`src/rtl/idle_seq_pkg.sv`:
```
package idle_seq_pkg;

  localparam int unsigned NUM_STEPS = 7;
  localparam int unsigned CODE_W    = 3;
  localparam int unsigned POS_W     = $clog2(NUM_STEPS + 1);

  typedef enum logic [CODE_W-1:0] {
    PS_RUN    = 3'd0,
    PS_DOZE   = 3'd1,
    PS_NAP    = 3'd2,
    PS_SLEEP  = 3'd3,
    PS_WINKLE = 3'd4
  } pwrState_e;

  // step positions, in entry order
  localparam logic [POS_W-1:0] STEP_FETCH  = POS_W'(1);
  localparam logic [POS_W-1:0] STEP_EXEC   = POS_W'(2);
  localparam logic [POS_W-1:0] STEP_FREQ   = POS_W'(3);
  localparam logic [POS_W-1:0] STEP_PURGE  = POS_W'(4);
  localparam logic [POS_W-1:0] STEP_CORE   = POS_W'(5);
  localparam logic [POS_W-1:0] STEP_VOLT   = POS_W'(6);
  localparam logic [POS_W-1:0] STEP_GATE   = POS_W'(7);

  typedef struct packed {
    logic [NUM_STEPS:1]  setStep;
    logic [NUM_STEPS:1]  clrStep;
    logic                loadCode;
    logic [CODE_W-1:0]   codeVal;
  } seqStrobe_t;

  // number of steps applied to reach a given state
  function automatic logic [POS_W-1:0] depthOf(input logic [CODE_W-1:0] st);
    case (st)
      PS_DOZE:   depthOf = STEP_FETCH;
      PS_NAP:    depthOf = STEP_FREQ;
      PS_SLEEP:  depthOf = STEP_VOLT;
      PS_WINKLE: depthOf = STEP_GATE;
      default:   depthOf = '0;
    endcase
  endfunction

  function automatic logic [NUM_STEPS:1] stepMask(input logic [POS_W-1:0] p);
    logic [NUM_STEPS:1] m;
    m = '0;
    for (int i = 1; i <= int'(NUM_STEPS); i++) begin
      if (p == POS_W'(i)) m[i] = 1'b1;
    end
    return m;
  endfunction

endpackage

```
`src/rtl/idle_seq_ctrl.sv`:
```
module idle_seq_ctrl
  import idle_seq_pkg::*;
(
  input  logic              clk,
  input  logic              rstN,
  input  logic [CODE_W-1:0] reqState,
  input  logic              wakeEvt,
  input  logic              purgeAck,
  input  logic              vrAck,
  input  logic              pwrGood,
  input  logic [CODE_W-1:0] curCode,
  output seqStrobe_t        strobe,
  output logic              busy
);

  typedef enum logic [1:0] {PH_REST, PH_ENTER, PH_EXIT} phase_e;

  phase_e            phase, phaseNext;
  logic [POS_W-1:0]  pos, posNext;
  logic [POS_W-1:0]  tgtDepth, tgtDepthNext;
  logic [CODE_W-1:0] tgtCode, tgtCodeNext;

  logic reqValid;
  logic entryDone;
  logic undoDone;
  logic doUndo;

  assign reqValid = (reqState == PS_DOZE) || (reqState == PS_NAP) ||
                    (reqState == PS_SLEEP) || (reqState == PS_WINKLE);

  // completion condition of the step currently being applied
  always_comb begin
    case (pos)
      STEP_PURGE: entryDone = purgeAck;
      STEP_VOLT:  entryDone = vrAck;
      STEP_GATE:  entryDone = !pwrGood;
      default:    entryDone = 1'b1;
    endcase
  end

  // completion condition of the step currently being removed
  always_comb begin
    case (pos)
      STEP_VOLT: undoDone = !vrAck;
      STEP_GATE: undoDone = pwrGood;
      default:   undoDone = 1'b1;
    endcase
  end

  assign doUndo = (phase == PH_EXIT) ||
                  ((phase == PH_ENTER) && wakeEvt) ||
                  ((phase == PH_REST) && (curCode != PS_RUN) && wakeEvt);

  always_comb begin
    strobe       = '0;
    phaseNext    = phase;
    posNext      = pos;
    tgtDepthNext = tgtDepth;
    tgtCodeNext  = tgtCode;

    if (doUndo) begin
      phaseNext      = PH_EXIT;
      strobe.clrStep = stepMask(pos);
      if (undoDone) begin
        if (pos <= STEP_FETCH) begin
          phaseNext       = PH_REST;
          posNext         = '0;
          strobe.loadCode = 1'b1;
          strobe.codeVal  = PS_RUN;
        end else begin
          posNext = pos - POS_W'(1);
        end
      end
    end else if (phase == PH_REST) begin
      if ((curCode == PS_RUN) && !wakeEvt && reqValid) begin
        phaseNext      = PH_ENTER;
        posNext        = STEP_FETCH;
        strobe.setStep = stepMask(STEP_FETCH);
        tgtDepthNext   = depthOf(reqState);
        tgtCodeNext    = reqState;
      end
    end else if (phase == PH_ENTER) begin
      if (entryDone) begin
        if (pos == tgtDepth) begin
          phaseNext       = PH_REST;
          strobe.loadCode = 1'b1;
          strobe.codeVal  = tgtCode;
        end else begin
          posNext        = pos + POS_W'(1);
          strobe.setStep = stepMask(pos + POS_W'(1));
          if (pos == STEP_PURGE) strobe.clrStep = stepMask(STEP_PURGE);
        end
      end
    end
  end

  always_ff @(posedge clk or negedge rstN) begin
    if (!rstN) begin
      phase    <= PH_REST;
      pos      <= '0;
      tgtDepth <= '0;
      tgtCode  <= PS_RUN;
    end else begin
      phase    <= phaseNext;
      pos      <= posNext;
      tgtDepth <= tgtDepthNext;
      tgtCode  <= tgtCodeNext;
    end
  end

  assign busy = (phase != PH_REST);

endmodule

```
`src/rtl/idle_seq_datapath.sv`:
```
module idle_seq_datapath
  import idle_seq_pkg::*;
(
  input  logic              clk,
  input  logic              rstN,
  input  seqStrobe_t        strobe,
  output logic              fetchClkEn,
  output logic              execClkEn,
  output logic              coreClkEn,
  output logic              freqDivSel,
  output logic              purgeReq,
  output logic              retentionReq,
  output logic              powerGateReq,
  output logic [CODE_W-1:0] stateCode
);

  logic [NUM_STEPS:1] stepQ;
  logic [CODE_W-1:0]  codeQ;

  for (genvar i = 1; i <= int'(NUM_STEPS); i++) begin : g_step
    always_ff @(posedge clk or negedge rstN) begin
      if (!rstN)                 stepQ[i] <= 1'b0;
      else if (strobe.setStep[i]) stepQ[i] <= 1'b1;
      else if (strobe.clrStep[i]) stepQ[i] <= 1'b0;
    end
  end

  always_ff @(posedge clk or negedge rstN) begin
    if (!rstN)                codeQ <= PS_RUN;
    else if (strobe.loadCode) codeQ <= strobe.codeVal;
  end

  assign fetchClkEn   = !stepQ[STEP_FETCH];
  assign execClkEn    = !stepQ[STEP_EXEC];
  assign freqDivSel   =  stepQ[STEP_FREQ];
  assign purgeReq     =  stepQ[STEP_PURGE];
  assign coreClkEn    = !stepQ[STEP_CORE];
  assign retentionReq =  stepQ[STEP_VOLT];
  assign powerGateReq =  stepQ[STEP_GATE];
  assign stateCode    = codeQ;

endmodule

```
`src/rtl/core_idle_sequencer.sv`:
```
module core_idle_sequencer
  import idle_seq_pkg::*;
(
  input  logic              clk,
  input  logic              rstN,
  input  logic [CODE_W-1:0] reqState,
  input  logic              wakeEvt,
  input  logic              purgeAck,
  input  logic              vrAck,
  input  logic              pwrGood,
  output logic              fetchClkEn,
  output logic              execClkEn,
  output logic              coreClkEn,
  output logic              freqDivSel,
  output logic              purgeReq,
  output logic              retentionReq,
  output logic              powerGateReq,
  output logic [CODE_W-1:0] stateCode,
  output logic              busy
);

  seqStrobe_t strobe;

  idle_seq_ctrl ctrl_i (
    .clk      (clk),
    .rstN     (rstN),
    .reqState (reqState),
    .wakeEvt  (wakeEvt),
    .purgeAck (purgeAck),
    .vrAck    (vrAck),
    .pwrGood  (pwrGood),
    .curCode  (stateCode),
    .strobe   (strobe),
    .busy     (busy)
  );

  idle_seq_datapath dp_i (
    .clk          (clk),
    .rstN         (rstN),
    .strobe       (strobe),
    .fetchClkEn   (fetchClkEn),
    .execClkEn    (execClkEn),
    .coreClkEn    (coreClkEn),
    .freqDivSel   (freqDivSel),
    .purgeReq     (purgeReq),
    .retentionReq (retentionReq),
    .powerGateReq (powerGateReq),
    .stateCode    (stateCode)
  );

endmodule

```
`config.mk`:
```
export PLATFORM = sky130hd
export DESIGN_NAME = core_idle_sequencer
export DESIGN_NICKNAME = d
export VERILOG_FILES = /design/src/rtl/idle_seq_pkg.sv /design/src/rtl/idle_seq_ctrl.sv /design/src/rtl/idle_seq_datapath.sv /design/src/rtl/core_idle_sequencer.sv
export SDC_FILE = /design/constraint.sdc
export NUM_CORES = 1
export LEC_CHECK = 0
export CORE_ASPECT_RATIO = 1.5
export CORE_MARGIN = 2
export CORE_UTILIZATION = 25
export DETAILED_ROUTE_END_ITERATION = 6
export DONT_BUFFER_PORTS = 1
export PLACE_DENSITY_LB_ADDON = 0.3
export REMOVE_ABC_BUFFERS = 1
export SETUP_SLACK_MARGIN = 0.05
export SYNTH_ARGS = -nofsm -noshare
export SYNTH_HDL_FRONTEND = slang
export SYNTH_HIERARCHICAL = 1
export SYNTH_SLANG_ARGS = --single-unit
```
`constraint.sdc`:
```
create_clock -name clk -period 4.4 [get_ports clk]
set_input_delay 0.88 -clock clk [delete_from_list [all_inputs] [get_ports clk]]
set_output_delay 0.88 -clock clk [all_outputs]
set_load 0.02 [all_outputs]
```
## Yosys cells after proc, flatten, opt, wreduce, memory -nomap -nowiden

Cells that the tools add are included.

| cells by class | value |
|---|---|
| bitwise gates (word level) | 1 |
| equality and inequality tests | 24 |
| order comparisons | 1 |
| add/sub/neg operators | 2 |
| mux-type cells | 59 |
| reduce and logical (&&, ||, !) cells | 33 |

Operators with widths:

| cell | count |
|---|---|
| 2-to-1 mux 18 bit | 2 |
| 2-to-1 mux 1 bit | 29 |
| == test 3 bit, second input constant | 9 |
| 2-to-1 mux 3 bit | 8 |
| 2-to-1 mux 11 bit | 2 |
| == test 3 x 2 -> 1 bit, second input constant | 6 |
| 2-to-1 mux 2 bit | 8 |
| 2-to-1 mux 4 bit | 4 |
| nonzero test 2 bit | 8 |
| 2-to-1 mux 14 bit | 1 |
| 2-to-1 mux 7 bit | 2 |
| one-hot mux 3 bit (4 select lines) | 1 |
| nonzero test 3 bit | 4 |
| == test 3 x 1 -> 1 bit, second input constant | 3 |
| logical NOT 1 bit | 6 |
| logical AND 1 bit | 5 |
| logical OR 1 bit | 5 |
| AND reduction 5 bit | 1 |
| AND reduction 4 bit | 1 |
| adder 3 x 1 -> 3 bit, second input constant | 1 |
| == test 3 bit | 1 |
| less-or-equal comparator 3 x 1 -> 1 bit, second input constant | 1 |
| logical NOT 3 bit | 1 |
| inequality test 3 x 1 -> 1 bit, second input constant | 1 |
| 10 further kinds | 10 |

| word-level totals | value |
|---|---|
| flip-flop bits (word level) | 21 |
| input port bits | 9 |
| word-level logic and storage cells | 132 |

## Depth between registers and ports, before layout

Gate-level depths: netlist of run 1.

| logic depth | value |
|---|---|
| depth in word-level cells | 10 |
| mapped depth | 8 |
| mapped depth without buffers | 8 |

## Cells and area by module

Netlist of run 1, hierarchy kept.

Modules (own cells, without submodules):

| module | area each (um2) | cells each | instances | seq. area each (um2) |
|---|---|---|---|---|
| idle_seq_ctrl | 1022.2 | 114 | 1 | 275.3 |
| idle_seq_datapath | 362.8 | 27 | 1 | 250.2 |

## Worst setup path before layout of run 1

Ideal clock, no wire load.

| timing | value |
|---|---|
| path kind | input -> register |
| start point | input reqState[0] |
| end point | register ctrl_i.pos[0] |
| arrival | 2.175 ns |
| path slack | 2.098 ns |
| data required time | 4.272 ns |
| setup time | 0.128 ns |
| stages | 5 |
| cells stage by stage | or3b_1 > a211oi_2 > o32ai_2 > a211oi_4 > mux2_1 |

| on the way | value |
|---|---|
| cells in the longest elaborated chain, start to end | 7 |

RTL lines:

| element | line | text |
|---|---|---|
| from (decl) | core_idle_sequencer.sv:6 | `input logic [CODE_W-1:0] reqState,` |
| == test 3 x 1 -> 1 bit or == test 3 x 2 -> 1 bit (tied branches) | idle_seq_ctrl.sv:28 | `assign reqValid = (reqState == PS_DOZE) \|\| (reqState == PS_NAP) \|\|` |
| logical OR 1 bit (2 in a row) | idle_seq_ctrl.sv:28 |  |
| logical OR 1 bit (*) | idle_seq_ctrl.sv:29 | `(reqState == PS_SLEEP) \|\| (reqState == PS_WINKLE);` |
| logical AND 1 bit (*) | idle_seq_ctrl.sv:75 | `if ((curCode == PS_RUN) && !wakeEvt && reqValid) begin` |
| inequality test 3 x 2 -> 1 bit (no source line) (*) | -- |  |
| AND reduction 5 bit (no source line) (*) | -- |  |
| to (signal assigned) | idle_seq_ctrl.sv:105 | `pos <= posNext;` |
| to (decl) | idle_seq_ctrl.sv:19 | `logic [POS_W-1:0] pos, posNext;` |

Every way passes the cells marked *; elsewhere a longest branch is shown, timed or not.
A chain may end at the register's enable or synchronous reset.

## Worst setup path after layout of run 1

| timing | value |
|---|---|
| start point | register ctrl_i.pos[0] |
| end point | register ctrl_i.pos[2] |

| on the way | value |
|---|---|
| cells in the longest elaborated chain, start to end | 6 |

RTL lines:

| element | line | text |
|---|---|---|
| adder 3 x 1 -> 3 bit | idle_seq_ctrl.sv:89 | `posNext = pos + POS_W'(1);` |
| 2-to-1 mux 3 bit | idle_seq_ctrl.sv:84 | `if (pos == tgtDepth) begin` |
| 2-to-1 mux 3 bit | idle_seq_ctrl.sv:83 | `if (entryDone) begin` |
| 2-to-1 mux 3 bit | idle_seq_ctrl.sv:82 | `end else if (phase == PH_ENTER) begin` |
| 2-to-1 mux 3 bit | idle_seq_ctrl.sv:74 | `end else if (phase == PH_REST) begin` |
| 2-to-1 mux 3 bit | idle_seq_ctrl.sv:61 | `if (doUndo) begin` |

Several ways; a longest one is shown, not always the timed one. The select of a mux whose other input is x is not followed.

==> impl_summary.log, run 1 <==
[metrics] result of the run: complete, no violations
[metrics] total overflow reported by the global router: 0
[metrics] Final period util: ~56%
[metrics] count of cells along the worst register-to-register path: 7
[metrics] total count of hold-check failures in the final report: 0
[metrics] critical path's largest stage delay: 480 ps
[metrics] row count: 33
[metrics] Leakage: 0.681 nW
[metrics] fraction of the yosys area taken by sequential cells: between 30% and 40%
[metrics] vias in the first global route: ~1100
[metrics] count of port buffers added during placement: 0
[metrics] Critical Path Sink Type: flip-flop
[metrics] unrepaired setup endpoints after global routing: false
[metrics] r2r startpoint: ctrl_i/pos[0]$_DFFE_PN0P_
[metrics] critical path, cell by cell: inv_1 > ha_1 > and3_2 > a211o_1 > o32ai_2 > a211oi_4 > mux2_1
[metrics] cell with the largest stage delay on the worst path: dfrtp_1
[metrics] hold buffer count at CTS: 0
[metrics] end-of-flow core utilization: 27.7%
[metrics] maximum capacitance violations: 0
[metrics] antenna fix cells: 0
[metrics] total I/O pin count: 20
[metrics] area occupied by multi-input gates: 790 um2
[metrics] fill count: 584
[metrics] Yosys Warn Count: 6
[metrics] clock sink count: 21
[metrics] DPL Wire Length: approximately 2300 um
[metrics] share of Yosys cell area claimed by the top area cell type: 37.9%
[metrics] storage element area: between 500 and 600 um2
[metrics] layout overhead on the synthesized area: 8.13%
[metrics] combined buffer and inverter count along the critical path: 1
[metrics] worst hold slack: ~290 ps
[metrics] CTS root buffer: clkbuf_8
[metrics] post-layout net count: 160
[metrics] WL final: between 3000 and 4000 um
[metrics] cell count after synthesis: between 100 and 150
[metrics] post-synthesis async set-or-reset flop share: 100%
[metrics] smallest setup slack after layout: 1920 ps
[metrics] CTS tree: built
[metrics] number of synthesized register bits: 21
[metrics] post-cts repair resize count: 0
[metrics] maximum resistive drop on vdd: roughly 0.25 mV
[metrics] clock period minus worst slack: approximately 2500 ps
[metrics] last weighted congestion value of the routability-driven placer: between 0.7 and 0.8
[metrics] FF-to-FF setup slack: around 1900 ps
[metrics] initial core utilization: 25.6%
[metrics] number of setup buffers added after CTS: 0
[metrics] Layout Cells excl Fill: approximately 210
[metrics] Chip Width: ~65 um
[metrics] leading post-synthesis cells by cell area: dfrtp_1, ha_1, mux2_1
[metrics] post-synth top area cell: dfrtp_1
[metrics] predominant post-synthesis flop cell: dfrtp_1
[metrics] data arrival time of the critical path: approximately 2600 ps
[metrics] startpoint of the most critical setup path: ctrl_i/pos[0]$_DFFE_PN0P_
[metrics] number of design-rule violations left by the first detailed-router iteration: 26
[metrics] number of cells in the design after placement: 208
[metrics] number of buffers between clock root and the deepest sink: 2
[metrics] Distinct cells, synth: 43
[metrics] maximum operating frequency: ~400 MHz
[metrics] post-synth design cell area: around 1400 um2
[metrics] largest clock skew in the final design: approximately 7.3 ps
[metrics] post-route design area: 1500 um2
[metrics] Via Count: 1034
[metrics] 1st-pass router iterations: 4
[metrics] largest net degree at the start of global routing: 22
[metrics] transition time of the tightest slew-check pin: around 680 ps
[metrics] cell family with most CP delay: compound AO/OA/AOI/OAI gates
[metrics] max-slew violation count: 0
[metrics] routed wirelength normalized by instance count: between 10 and 15 um
[metrics] # H-tree levels: 1
[metrics] Worst Setup Path Type: reg2reg
[metrics] vias per std cell: just under 5
[metrics] cell area reported after detailed placement: 1450 um2
[metrics] CORE AREA: ~5400 um2
[metrics] worst setup path endpoint: ctrl_i/pos[2]$_DFFE_PN0P_
[metrics] number of synthesized flops with an enable pin: 0
[metrics] DP Worst Slack: between 1500 and 2000 ps
[metrics] Tightest Hold Check Type: in2async
[metrics] Reg-to-Reg End: ctrl_i/pos[2]$_DFFE_PN0P_
[metrics] Max FO, Critical Path: 7
[metrics] final routed DRC violation total: 0
[metrics] number of antenna violations at the first check in global routing: 0
[metrics] global-route wire length before repair: between 5000 and 6000 um
[metrics] die outline area: between 6000 and 7000 um2
[metrics] ANT nets after route: 0
[metrics] clock edge transition at the registers on the reported setup and hold paths: roughly 90 ps
[metrics] setup tns final: 0 ps
[metrics] number of cells on the critical path: 7
[metrics] power density over cell area: 700 nW/um2
[metrics] startpoint class of the critical path: flip-flop
[metrics] total clock buffers created by CTS: 3
[metrics] syn avg cell area: 9.82 um2
[metrics] worst relative slew slack: a little over half
[metrics] all-layer global routing usage: a little over a tenth
[metrics] height of the chip: around 95 um
[metrics] fraction of layout instances using a drive strength above 1: 13.4%
[metrics] later-pin clock latency in the skew report: around 270 ps
[metrics] Setup-failing EPs final: 0
[metrics] total power: ~1.0 mW
[metrics] Worst Path Required: roughly 4600 ps
-- worst min path at each step --
stage	end	slack, ps	start	cells after the start
CTS	dp_i/freqDivSel$_DFFE_PN0P_	280	rstN	0
finish	dp_i/freqDivSel$_DFFE_PN0P_	290	rstN	0
detailed placement	ctrl_i/tgtCode[1]$_DFFE_PN0P_	500	ctrl_i/tgtCode[1]$_DFFE_PN0P_	1
floorplan	ctrl_i/tgtCode[0]$_DFFE_PN0P_	470	ctrl_i/tgtCode[0]$_DFFE_PN0P_	1
global route	dp_i/freqDivSel$_DFFE_PN0P_	280	rstN	0
global placement	ctrl_i/tgtCode[1]$_DFFE_PN0P_	500	ctrl_i/tgtCode[1]$_DFFE_PN0P_	1
-- worst register-to-register path, delay by kind of cell, from the launching register on --
kind,cells,cell delay (ps)
adders and majority gates,1,310
buffers and inverters,1,150
and+or+nand+nor,1,240
muxes,1,330
AOI/OAI and AO/OA,3,860
DFF,1,480
-- Yosys cell counts, types with 2 or more instances --
master	instances
nor2_1	10
nor3_1	2
o211ai_1	2
nand2_1	5
ha_1	8
inv_1	13
mux2_2	5
dfrtp_1	21
buf_2	2
a21oi_1	5
and3_1	2
a21o_1	5
mux2_1	5
o21ai_0	6
xnor2_1	5
nor2b_1	3
o22ai_1	4
mux2i_1	2
and2_1	7
and3_2	3
o21bai_1	4
-- layer usage --
| layer | up-vias | global-route usage [%] | wire length (um) | part of all wire [%] |
|---|---|---|---|---|
| met5 | - | 0 | 0 | 0 |
| met4 | 0 | 3.72 | 39 | 1.3 |
| met3 | 5 | 2.95 | 160 | 5.2 |
| met2 | 19 | 18.6 | 1560 | 50 |
| met1 | 508 | 13.4 | 1350 | 43 |
| li1 | 502 | - | - | - |
-- cells by family after synthesis --
kind of cell	after synthesis	synth area share, %
compound gates	38	20.5
flops	21	37.9
fa+ha+maj	8	7.23
mux	12	9.57
xor+xnor	5	3.16
simple gates	41	16.5
buf+inv	16	5.06
-- where the power goes --
group          internal, mW  switching [mW]
clock network        0.0633          0.0691
registers             0.276           0.108
logic                 0.232           0.299
total                 0.572           0.476
-- sequential cells by signal, indices dropped and copies added (netlist names) --
| signal | count |
|---|---|
| ctrl_i/pos | 3 |
| ctrl_i/phase | 2 |
| dp_i/freqDivSel | 1 |
| dp_i/purgeReq | 1 |
| dp_i/stateCode | 3 |
| dp_i/powerGateReq | 1 |
| dp_i/retentionReq | 1 |
| dp_i/stepQ | 3 |
| ctrl_i/tgtCode | 3 |
| ctrl_i/tgtDepth | 3 |
-- area by class of cell --
type,instances,area share (%)
Clock buffer,3,2.76
Clock inverter,1,0.334
Inverter,13,3.26
Multi-Input combinational cell,104,52.7
Sequential cell,21,35.1
Tap cell,70,5.85
-- placed cells by master, fill, tap and decap left out, drive strengths merged, types with 2 or more instances in the layout --
cell type and n:
o21bai 4, o22ai 4, mux2 10, mux2i 2, nor3 2, a21o 5, a211oi 3, o211ai 2
and2 8, a21oi 5, inv 13, o21ai 7, nor2b 3, and3 5, ha 8, nor2 10
nand2 5, xnor2 5, dfrtp 21, clkbuf 3
Note: power is estimated with default switching activity, not from simulation.
==> run 2: changes to the inputs <==
ABC_AREA = 1   (was not set)
clock period = 2.4 ns   (was 4.4 ns; I/O delays follow)
==> impl_summary.log, run 2 <==
[metrics] result of the run: complete, no violations
[metrics] Yosys Warn Count: 6
[metrics] final routed DRC violation total: 0
[metrics] clock edge transition at the registers on the reported setup and hold paths: about 90 ps
[metrics] number of design-rule violations left by the first detailed-router iteration: between 40 and 50
[metrics] total overflow reported by the global router: 0
[metrics] worst relative slew slack: 34.4%
[metrics] maximum capacitance violations: 0
[metrics] Via Count: 1201
[metrics] number of setup buffers added after CTS: 0
[metrics] basic-gate share of the synthesized area counting and, or, nand and nor cells: 36.9%
[metrics] power density over cell area: 1270 nW/um2
[metrics] row count: 34
[metrics] syn avg cell area: 7.07 um2
[metrics] last weighted congestion value of the routability-driven placer: around 0.87
[metrics] maximum operating frequency: about 500 MHz
[metrics] vias in the first global route: roughly 1300
[metrics] global-route wire length before repair: 5860 um
[metrics] Synth top cells by count: nand2_1, inv_1, dfrtp_1, nor2_1, nand2_2
[metrics] data arrival time of the critical path: about 2200 ps
[metrics] die outline area: approximately 6600 um2
[metrics] CTS root buffer: clkbuf_8
[metrics] routed wirelength normalized by instance count: ~12 um
[metrics] antenna fix cells: 0
[metrics] cell count after synthesis: 212
[metrics] share of Yosys cell area claimed by the top area cell type: a little over a third
[metrics] Chip Width: ~67 um
[metrics] fraction of layout instances using a drive strength above 1: between 10% and 20%
[metrics] number of antenna violations at the first check in global routing: 0
[metrics] DP Worst Slack: about 400 ps
[metrics] number of synthesized flops with an enable pin: 0
[metrics] total count of hold-check failures in the final report: 0
[metrics] clock period minus worst slack: approximately 2000 ps
[metrics] Worst Setup Path Type: reg2reg
[metrics] transition time of the tightest slew-check pin: just under 1000 ps
[metrics] later-pin clock latency in the skew report: between 200 and 300 ps
[metrics] height of the chip: 98.8 um
[metrics] # H-tree levels: 1
[metrics] initial core utilization: 25.9%
[metrics] layout overhead on the synthesized area: 8.26%
[metrics] Worst Path Required: around 2600 ps
[metrics] setup tns final: 0 ps
[metrics] number of synthesized register bits: 21
[metrics] WL final: ~3300 um
[metrics] all-layer global routing usage: 11.7%
[metrics] synthesized-area fraction occupied by adder cells: about 6.7%
[metrics] mux contribution to synthesized area: 0%
[metrics] predominant post-synthesis flop cell: dfrtp_1
[metrics] Critical Path Sink Type: flip-flop
[metrics] largest family of logic cells by synthesized area: simple AND/OR/NAND/NOR gates
[metrics] Max FO, Critical Path: 7
[metrics] startpoint class of the critical path: flip-flop
[metrics] Final period util: between 80% and 90%
[metrics] post-cts repair resize count: 0
[metrics] Distinct cells, synth: 23
[metrics] total I/O pin count: 20
[metrics] area occupied by multi-input gates: about 780 um2
[metrics] fraction of the yosys area taken by sequential cells: about a third
[metrics] post-layout net count: 233
[metrics] leading cell type by number of instances after synthesis: nand2_1
[metrics] storage element area: around 530 um2
[metrics] post-synthesis async set-or-reset flop share: 100%
[metrics] count of port buffers added during placement: 0
[metrics] CTS tree: built
[metrics] xor and xnor area share after synthesis: approximately 1.2%
[metrics] post-synthesis compound-gate area fraction: about 7.5%
[metrics] smallest setup slack after layout: ~400 ps
[metrics] largest net degree at the start of global routing: 22
[metrics] unrepaired setup endpoints after global routing: false
[metrics] max-slew violation count: 0
[metrics] ANT nets after route: 0
[metrics] 1st-pass router iterations: 5
[metrics] leading post-synthesis cells by cell area: dfrtp_1, nand2_1, inv_1
[metrics] maximum resistive drop on vdd: between 0.2 and 0.3 mV
[metrics] total clock buffers created by CTS: 3
[metrics] post-synth design cell area: between 1000 and 1500 um2
[metrics] vias per std cell: 4.18
[metrics] fill count: ~650
[metrics] Leakage: between 0.8 and 0.9 nW
[metrics] clock sink count: 21
[metrics] CORE AREA: slightly below 6000 um2
[metrics] hold buffer count at CTS: 1
[metrics] DPL Wire Length: 2670 um
[metrics] number of buffers between clock root and the deepest sink: 2
[metrics] Tightest Hold Check Type: in2reg
[metrics] top library cells by usage in the layout, fill and taps aside: nand2_1, inv_1, dfrtp_1
[metrics] post-synth top area cell: dfrtp_1
[metrics] leading cell type in the layout, fill and taps excluded: nand2_1
[metrics] Setup-failing EPs final: 0
[metrics] largest clock skew in the final design: 8.39 ps
==> run 2: changes by cell type after synthesis, sizes merged, moves of 4 or more <==
cell and delta:
o22ai -4, and3 -5, nand2 +70, mux2 -10, and2 -8, o21ai +8, nand3 +7, nor2 +13
inv +31, a21o -5, o21bai -4, nor3 +5
==> run 2: report_power, final <==
group          total (mW)  switching (mW)  internal [mW]  leakage (nW)
logic                1.12           0.759          0.366         0.549
clock network       0.239           0.123          0.116        0.0255
registers           0.697           0.193          0.504         0.262
==> run 2: routing by layer <==
metal / track usage, % / part of all wire, %
met5: 0 / 0
met2: 21.2 / 55
met4: 5.34 / 1.1
met1: 12.6 / 40
met3: 2.28 / 3.5
==> run 2: path summary, 6_finish.rpt <==
path | start | to | slack [ps] | cells past startpoint
worst max-delay path | ctrl_i/pos[0]$_DFFE_PN0P_ | dp_i/stateCode[1]$_DFFE_PN0P_ | 410 | 13
worst min-delay path | reqState[1] | ctrl_i/tgtCode[1]$_DFFE_PN0P_ | 370 | 2
worst max register to register | ctrl_i/pos[0]$_DFFE_PN0P_ | dp_i/stateCode[1]$_DFFE_PN0P_ | 410 | 13
worst min register to register | dp_i/stepQ[1]$_DFFE_PN0P_ | dp_i/stepQ[1]$_DFFE_PN0P_ | 480 | 2
max in group asynchronous | rstN | ctrl_i/tgtCode[1]$_DFFE_PN0P_ | 980 | 1
min in group asynchronous | rstN | dp_i/retentionReq$_DFFE_PN0P_ | 810 | 1
==> run 2: logic make-up after synthesis <==
group / Yosys count
flops: 21
simple gates: 114
buf+inv: 46
compound gates: 21
xor+xnor: 2
fa+ha+maj: 8
==> run 2: layout make-up <==
cell class	count	share of cell area (%)
clock inverters	1	0.308
well taps	72	5.55
flip-flops and latches	21	32.4
repair buffers	1	0.617
multi-input cells	145	48.3
inverters	44	10.3
clock buffers	3	2.54
==> run 2: critical path, stage by stage, from the launching register on <==
cell     delay, ps
dfrtp_1        450
ha_1           280
ha_1           240
inv_1           90
nand2_1         60
nand2_1         70
nand2_2         60
nand2_2         60
nand2_2         70
nor2_2         150
o21a_1         200
inv_2           60
nand2_1         50
nand2_1         50
==> run 2: per-stage QoR <==
| step | area, um2 | power [mW] | std cells | utilization, % | hold slack (ps) |
|---|---|---|---|---|---|
| floorplan | 1480 | 1.59 | 210 | - | 184 |
| CTS | 1620 | 2.09 | 287 | 28.0 | 368 |
| detailed placement | 1570 | 1.83 | 282 | 27.1 | 185 |
| global placement | 1570 | 1.83 | 282 | 27.1 | 185 |
| global route | 1620 | 2.30 | 287 | 28.0 | 373 |
| finish | 1620 | 2.06 | 287 | 28.0 | 372 |
==> run 3: changes to the inputs <==
ABC_AREA = 0   (was 1)
clock period = 1.7 ns   (was 2.4 ns; I/O delays follow)
==> impl_summary.log, run 3 (synthesis gave the netlist of run 1 again) <==
[metrics] height of the chip: around 95 um
[metrics] WL final: around 3600 um
[metrics] CORE AREA: 5410 um2
[metrics] global-route wire length before repair: between 5000 and 6000 um
[metrics] combinational cell fraction of total power: about two thirds
[metrics] Tightest Hold Check Type: in2reg
[metrics] CTS root buffer: clkbuf_8
[metrics] number of buffers between clock root and the deepest sink: 2
[metrics] maximum operating frequency: approximately 460 MHz
[metrics] Max FO, Critical Path: 4
[metrics] switching power as a share of total power: around 41%
[metrics] later-pin clock latency in the skew report: roughly 260 ps
[metrics] cell with the largest stage delay on the worst path: dfrtp_2
[metrics] power density over cell area: 1900 nW/um2
[metrics] Leakage: around 0.95 nW
[metrics] routed wirelength normalized by instance count: around 14 um
[metrics] vias in the first global route: roughly 1300
[metrics] die outline area: 6160 um2
[metrics] ANT nets after route: 0
[metrics] largest net degree at the start of global routing: 22
[metrics] smallest setup slack after layout: -458 ps
[metrics] clock period minus worst slack: 2160 ps
[metrics] unrepaired setup endpoints after global routing: true
[metrics] largest clock skew in the final design: about 5.2 ps
[metrics] top library cells by usage in the layout, fill and taps aside: buf_4, dfrtp_1, inv_1
[metrics] CTS tree: built
[metrics] cell family with most CP delay: compound AO/OA/AOI/OAI gates
[metrics] portion of total power attributed to the clock network: under 10%
[metrics] antenna fix cells: 0
[metrics] count of port buffers added during placement: 0
[metrics] startpoint class of the critical path: flip-flop
[metrics] total count of hold-check failures in the final report: 0
[metrics] # H-tree levels: 1
[metrics] Final period util: 127%
[metrics] leading cell type in the layout, fill and taps excluded: buf_4
[metrics] power share of the sequential group: a little under a quarter
[metrics] critical path's largest stage delay: 460 ps
[metrics] worst hold slack: ~230 ps
[metrics] Top cell by count, worst path: ha_4
[metrics] number of antenna violations at the first check in global routing: 0
[metrics] initial core utilization: 25.6%
[metrics] internal power: approximately 2.4 mW
[metrics] DPL Wire Length: approximately 2600 um
[metrics] number of design-rule violations left by the first detailed-router iteration: 57
[metrics] layout overhead on the synthesized area: 51.9%
[metrics] Chip Width: 64.8 um
[metrics] critical path, cell by cell: ha_4 > ha_4 > nor2b_4 > a211o_4 > o21ai_4 > nor3_4 > a21o_1 > mux2_4
[metrics] worst relative slew slack: between 30% and 40%
[metrics] total I/O pin count: 20
[metrics] max-slew violation count: 0
[metrics] clock edge transition at the registers on the reported setup and hold paths: around 80 ps
[metrics] Worst Path Required: between 1500 and 2000 ps
[metrics] maximum capacitance violations: 0
[metrics] Critical Path Sink Type: flip-flop
[metrics] data arrival time of the critical path: between 2000 and 2500 ps
[metrics] total overflow reported by the global router: 0
[metrics] final routed DRC violation total: 0
[metrics] fraction of layout instances using a drive strength above 1: 50.8%
[metrics] all-layer global routing usage: 12.2%
[metrics] end-of-flow core utilization: approximately two fifths
[metrics] post-layout net count: 207
[metrics] Worst Setup Path Type: reg2reg
[metrics] last weighted congestion value of the routability-driven placer: 0.798
[metrics] maximum resistive drop on vdd: about 0.65 mV
[metrics] result of the run: finished, violations left
[metrics] switching power summed over all nets: 1.64 mW
[metrics] failing checks: negative setup slack
[metrics] Via Count: 1237
[metrics] combined buffer and inverter count along the critical path: 0
[metrics] Setup-failing EPs final: 18
[metrics] vias per std cell: roughly 4.8
[metrics] row count: 33
[metrics] 1st-pass router iterations: 4
[metrics] total clock buffers created by CTS: 3
[metrics] fill count: around 540
[metrics] transition time of the tightest slew-check pin: just over 1000 ps
[metrics] clock sink count: 21
## run 3: changes by cell type in the layout (fill, tap and decap cells not counted), sizes merged, moves of 8 or more
cell   before  now
nor2       23   10
o21ai      15    7
nand2      75    5
inv        44   13
mux2        0   10
buf         0   46
and2        0    8
## run 3: worst paths after layout
path / from / end / slack (ps) / cells past startpoint
max: ctrl_i/pos[1]$_DFFE_PN0P_ / dp_i/stateCode[1]$_DFFE_PN0P_ / -460 / 8
min: reqState[1] / ctrl_i/tgtCode[1]$_DFFE_PN0P_ / 230 / 1
max reg2reg: ctrl_i/pos[1]$_DFFE_PN0P_ / dp_i/stateCode[1]$_DFFE_PN0P_ / -460 / 8
min reg2reg: ctrl_i/tgtCode[2]$_DFFE_PN0P_ / ctrl_i/tgtCode[2]$_DFFE_PN0P_ / 510 / 1
max in group asynchronous: rstN / ctrl_i/pos[0]$_DFFE_PN0P_ / 300 / 1
min in group asynchronous: rstN / dp_i/freqDivSel$_DFFE_PN0P_ / 700 / 1
## run 3: area by class of cell
cell class                      instances  area (um2)  share of cell area, %
Sequential cell                        21         529                   25.1
Multi-Input combinational cell        104        1020                   48.5
Inverter                               13        48.8                   2.32
Clock buffer                            4        45.0                   2.14
Tap cell                               70        87.6                   4.16
Timing Repair Buffer                   47         374                   17.8
## run 3: power groups by stage
stage	registers [mW]	clock network, mW	logic, mW
CTS	0.920	0.362	2.43
global route	0.987	0.380	2.94
floorplan	0.938	0	1.13
detailed placement	0.928	0	2.01
finish	0.963	0.335	2.71
global placement	0.923	0	2.01
## run 3: timing repair
item,in CTS,in global routing
hold buffers,1,0
cloned,0,0
setup endpoints to repair,22,22
pin swaps,16,8
resized for setup,32,30
setup buffers,8,2
hold endpoints to repair,21,0
## run 3: routing by layer
metal	vias up	track usage [%]	routed length, um
met2	19	22.9	2030
li1	600	-	-
met1	614	12.6	1370
met3	4	3.42	151
met4	0	4.96	53
met5	-	0	0
## run 3: stage by stage
step / std cells / setup slack, ps / area [um2] / setup TNS [ps] / power, mW
2_1_floorplan: 138 / -452 / 1360 / -6190 / 2.06
3_3_place_gp: 245 / -550 / 1730 / -6720 / 2.94
3_5_place_dp: 245 / -551 / 1730 / -6800 / 2.94
4_1_cts: 258 / -412 / 1970 / -5850 / 3.71
5_1_grt: 259 / -505 / 2100 / -7120 / 4.31
6_report: 259 / -458 / 2100 / -5750 / 4.01
